**config.mk**
```make
export PLATFORM = sky130hd
export DESIGN_NAME = edo_dram_seq
export DESIGN_NICKNAME = d
export VERILOG_FILES = /design/src/rtl/edo_dram_seq.sv
export SDC_FILE = /design/constraint.sdc
export NUM_CORES = 1
export LEC_CHECK = 0
export BUFFER_PORTS_ARGS = -buffer_cell sky130_fd_sc_hd__buf_2
export CORE_ASPECT_RATIO = 0.9
export CORE_MARGIN = 1.5
export CORE_UTILIZATION = 49
export DETAILED_ROUTE_END_ITERATION = 8
export HOLD_SLACK_MARGIN = 0.15
export PLACE_DENSITY = 0.82
export REMOVE_ABC_BUFFERS = 1
export SLEW_MARGIN = 20
export SYNTH_ARGS = -nofsm -noshare
export SYNTH_HDL_FRONTEND = slang
export SYNTH_SLANG_ARGS = --single-unit
```
**constraint.sdc**
```tcl
create_clock -name clk -period 2.8 [get_ports clk]
set_clock_uncertainty 0.15 [all_clocks]
set_input_delay 0.7 -clock clk [delete_from_list [all_inputs] [get_ports clk]]
set_output_delay 0.7 -clock clk [all_outputs]
set_load 0.02 [all_outputs]
```
**src/rtl/edo_dram_seq.sv**
```systemverilog
module edo_dram_seq #(
  parameter int RA_W = 4,
  parameter int CA_W = 4,
  parameter int DW = 8,
  parameter int T_ASR = 1,
  parameter int T_RAH = 2,
  parameter int T_ASC = 1,
  parameter int T_CAS = 3,
  parameter int T_OFF = 2,
  parameter int T_WP = 2,
  parameter int T_RP = 3,
  parameter bit OE_TIED = 1'b0,
  localparam int AW = (RA_W > CA_W) ? RA_W : CA_W
) (
  input  logic                 clk,
  input  logic                 rst_n,
  input  logic                 req_valid,
  output logic                 req_ready,
  input  logic [1:0]           req_op,
  input  logic [RA_W+CA_W-1:0] req_addr,
  input  logic [DW-1:0]        req_wdata,
  output logic                 rsp_valid,
  output logic [DW-1:0]        rsp_rdata,
  output logic                 dram_ras_n,
  output logic                 dram_cas_n,
  output logic                 dram_we_n,
  output logic                 dram_oe_n,
  output logic [AW-1:0]        dram_addr,
  output logic [DW-1:0]        dq_out,
  output logic                 dq_oe,
  input  logic [DW-1:0]        dq_in
);
  localparam int CW = 8;
  localparam logic [1:0] OP_RD = 2'd0, OP_EW = 2'd1, OP_RMW = 2'd3;

  typedef enum logic [2:0] {S_IDLE, S_RSU, S_RHLD, S_CSU, S_CLOW, S_OEOFF, S_WR, S_PRE} st_t;
  st_t st, nx;

  logic [1:0]      op_q;
  logic [RA_W-1:0] row_q;
  logic [CA_W-1:0] col_q;
  logic [DW-1:0]   wd_q;
  logic [CW-1:0]   cnt, quiet;

  wire is_rd   = (op_q == OP_RD) || (op_q == OP_RMW);
  wire is_ew   = (op_q == OP_EW);
  wire oe_ok   = quiet >= CW'(T_OFF);
  wire done    = (cnt == '0);
  wire dev_drv = !dram_cas_n && !dram_oe_n && dram_we_n;
  wire capture = (st == S_CLOW) && done && is_rd;

  function automatic logic [CW-1:0] dur(input st_t s);
    case (s)
      S_RSU:   return CW'(T_ASR - 1);
      S_RHLD:  return CW'(T_RAH - 1);
      S_CSU:   return CW'(T_ASC - 1);
      S_CLOW:  return CW'(T_CAS - 1);
      S_WR:    return CW'(T_WP - 1);
      S_PRE:   return CW'(T_RP - 1);
      default: return '0;
    endcase
  endfunction

  always_comb begin
    nx = st;
    case (st)
      S_IDLE:  if (req_valid) nx = S_RSU;
      S_RSU:   if (done) nx = S_RHLD;
      S_RHLD:  if (done) nx = S_CSU;
      S_CSU:   if (done && (!is_ew || oe_ok)) nx = S_CLOW;
      S_CLOW:  if (done) nx = (is_ew || op_q == OP_RD) ? S_PRE : S_OEOFF;
      S_OEOFF: if (oe_ok) nx = S_WR;
      S_WR:    if (done) nx = S_PRE;
      S_PRE:   if (done) nx = S_IDLE;
      default: nx = S_IDLE;
    endcase
  end

  always_ff @(posedge clk or negedge rst_n) begin
    if (!rst_n) begin
      st        <= S_IDLE;
      cnt       <= '0;
      quiet     <= '0;
      op_q      <= OP_RD;
      row_q     <= '0;
      col_q     <= '0;
      wd_q      <= '0;
      rsp_valid <= 1'b0;
      rsp_rdata <= '0;
    end else begin
      st        <= nx;
      cnt       <= (nx != st) ? dur(nx) : (done ? cnt : cnt - 1'b1);
      quiet     <= dev_drv ? '0 : ((quiet == '1) ? quiet : quiet + 1'b1);
      rsp_valid <= capture;
      if (capture) rsp_rdata <= dq_in;
      if (st == S_IDLE && req_valid) begin
        op_q  <= (OE_TIED && req_op[1]) ? OP_EW : req_op;
        row_q <= req_addr[RA_W+CA_W-1:CA_W];
        col_q <= req_addr[CA_W-1:0];
        wd_q  <= req_wdata;
      end
    end
  end

  wire col_phase = (st == S_CSU) || (st == S_CLOW) || (st == S_OEOFF) || (st == S_WR);

  assign req_ready  = (st == S_IDLE);
  assign dram_ras_n = (st == S_IDLE) || (st == S_RSU) || (st == S_PRE);
  assign dram_cas_n = !((st == S_CLOW) || (st == S_OEOFF) || (st == S_WR));
  assign dram_we_n  = !((is_ew && (st == S_CSU || st == S_CLOW)) || st == S_WR);
  assign dram_oe_n  = OE_TIED ? 1'b0 : !(is_rd && st == S_CLOW);
  assign dram_addr  = col_phase ? AW'(col_q) : AW'(row_q);
  assign dq_out     = wd_q;
  assign dq_oe      = (st == S_WR) || (is_ew && (st == S_CSU || st == S_CLOW) && oe_ok);
endmodule


```
==> results.yml <==
outcome:
  outcome: "finished, final reports clean"
grt:
  grt.overflow.total: 0
  grtUsageTotal_pct: 20.6
  grt_pass1_wl_microns: 7850
  antenna_found_initial: 0
  grt_max_degree: 47
  grt_pass1_vias: 1731
pwr:
  power.internal_w: 0.00186
  p_leak_nw: 1.33
  combPwrFrac_pct: 49.3
  p_seq_share_pct: 36.4
  power.switching_w: 0.00131
  power_frac_clock_pct: 14.2
  max-vdd-ir-drop_uv: 786
  powerDensity_mw_per_mm2: 1140
  p_total_w: 0.00317
  switching_share_pct: 41.5
sta:
  fin_tns_setup_ns: 0
  slew_violations: 0
  period_needed_ns: 2.63
  max_slew_margin_pct: 59.7
  hold_viol_final: 0
  fmax_mhz: 380
  finalCritPeriodShare_pct: 94.0
  tightest_slew_ns: 0.600
  setup_viol: 0
  grt_setup_unrepaired: "no"
drt:
  dr_total_vias: 1766
  wl_microns: 4740
  drt_iter0_markers: 136
  vias_per_cell: 5.30
  drc: 0
  antenna_left: 0
  first_pass_iters: 5
  drt-wirelength-per-cell_microns: 14.2
cells_and_area:
  fin_area_sq_mm: 0.00278
  final_common_cell: "buf_2"
  layout_common_cells: "buf_2, dfrtp_1, mux2_2"
  drive_gt1_share_pct: 38.0
  diodes: 0
  area_growth_pct: 20.9
  layout.nets: 304
  nFillCells: 370
placed_design:
  gp_congestion: 0.819
  dpl-instance-area_sq_mm: 0.00267
  hpwl_microns: 3340
  io_buffer_count: 55
setup_path:
  timing.rr.start: "cnt[3]"
  worstReg2RegEnd: "rsp_rdata[6]"
  crit_type: "flip-flop to output pin"
  cp.required_ns: 1.95
  ff2ff_setup_slack_ns: 0.33
  crit_path_max_fanout: 5
  critical_path.startpoint_type: "flip-flop"
  arrival_ns: 1.78
  endpoint_kind: "output pin"
  rr_worst_depth: 4
clocking:
  clockBufferDepth: 2
  cts-root-buf: "clkbuf_8"
  insertion_delay_ns: 0.30
  h-tree-depth: 2
  cts_buffers: 5
  holdBufCountCts: 0
  clk_pin_slew_ns: 0.09
  clock-sinks: 46
  cts_tree: "built"
yosys:
  yosys.cell_types.count: 39
  synth_top_area_share_pct: 50.1
  ys_warn_count: 0
  netlist_instances: 210
  syn-cell-area_sq_mm: 0.00230
  syn_area_per_cell_sq_um: 10.9
  ys.flop_type: "dfrtp_1"
  ys_ff_latch: 46
  ys_async_sr_fraction_pct: 100
  ys_seq_area_share_pct: 50.1
  synth-edff-count: 0
  synth_top_cell_by_area: "dfrtp_1"
  synth_area_leaders: "dfrtp_1, mux2_2, mux2_4"
die:
  row_count: 23
  start_util_pct: 51.2
  ios: 56
  core_sq_mm: 0.00449
  die_area_sq_mm: 0.00511
  die_height_microns: 68.0
  die_w_microns: 75.2
run:
  maxCapViolations: 0
min_path:
  hold_path_class: "input pin to async pin"
## cells in the mapped netlist (4+ instances only)
cell and number:
inv_1 9, nor4_1 5, mux2i_1 4, ha_1 5, a31oi_1 4, o21ai_0 8, nand3_1 6, clkbuf_1 8
a21oi_1 4, nand2_1 15, dfrtp_1 46, nor3_1 8, nor2b_1 4, mux2_2 20, nor2_1 19, xnor2_1 4
mux2_4 8
## worst max-delay path by stage
stage / start / to / slack, ns
after floorplan: cnt[3] / rsp_rdata[0] / 0.38
after global placement: cnt[3] / rsp_rdata[1] / 0.40
after detailed placement: cnt[3] / rsp_rdata[6] / 0.37
after CTS: op_q[1] / dq_oe / 0.12
after global routing: op_q[1] / dq_oe / 0.02
final: op_q[1] / dq_oe / 0.17
## state kept, by name, summed over array words and instances, names as in the netlist
name	count
st	3
rsp_valid	1
row_q	4
rsp_rdata	8
quiet	8
cnt	8
op_q	2
col_q	4
dq_out	8
## layout make-up
cell class | count | area (sq um) | share of cell area (%)
clock buffer | 7 | 96.3 | 3.47
clock inverter | 1 | 8.76 | 0.315
inverter | 9 | 33.8 | 1.22
multi-input combinational | 145 | 1060 | 38.2
sequential | 46 | 1150 | 41.4
tap | 62 | 77.6 | 2.79
timing repair buffer | 63 | 348 | 12.5
## worst max-delay path, cell delays in order (launching register included)
cell     delay, ns
dfrtp_1       0.38
inv_1         0.10
ha_2          0.24
nor2b_1       0.20
a21o_1        0.14
a22oi_1       0.08
a31oi_1       0.16
buf_2         0.19
## cell families after synthesis
family / share of synthesized area, %
simple gates: 16.2
fa+ha+maj: 2.72
buf+inv: 3.76
compound gates: 7.79
mux: 16.8
xor+xnor: 2.67
flops: 50.1
## repair_timing
item                       in CTS  in global routing
setup endpoints to repair       0                  1
setup buffers                   0                  0
gates resized for setup         0                  1
## metal layers
metal	vias up	wire (microns)	GRT usage (%)
met5	-	0	0
met4	0	49	7.59
met3	5	344	6.04
met2	69	2220	32.3
met1	835	2120	27.2
li1	857	-	-
## per-stage QoR
step           worst slack, ns  instances  utilization, %  hold WS (ns)
6_report                 0.168        333            61.9         0.204
5_1_grt                 0.0182        333            61.9         0.242
4_1_cts                  0.118        333            61.8         0.219
3_5_place_dp             0.373        325            59.5         0.339
3_3_place_gp             0.399        325            59.5         0.335
2_1_floorplan            0.381        200               -         0.254
## power by group through the flow
stage	Clock, W	Combinational, W	Sequential [W]
2_1_floorplan	0	0.000955	0.00128
3_3_place_gp	0	0.00149	0.00115
3_5_place_dp	0	0.00155	0.00116
4_1_cts	0.000464	0.00157	0.00115
5_1_grt	0.000481	0.00172	0.00120
6_report	0.000451	0.00156	0.00115
(Power assumes the default switching activity.)
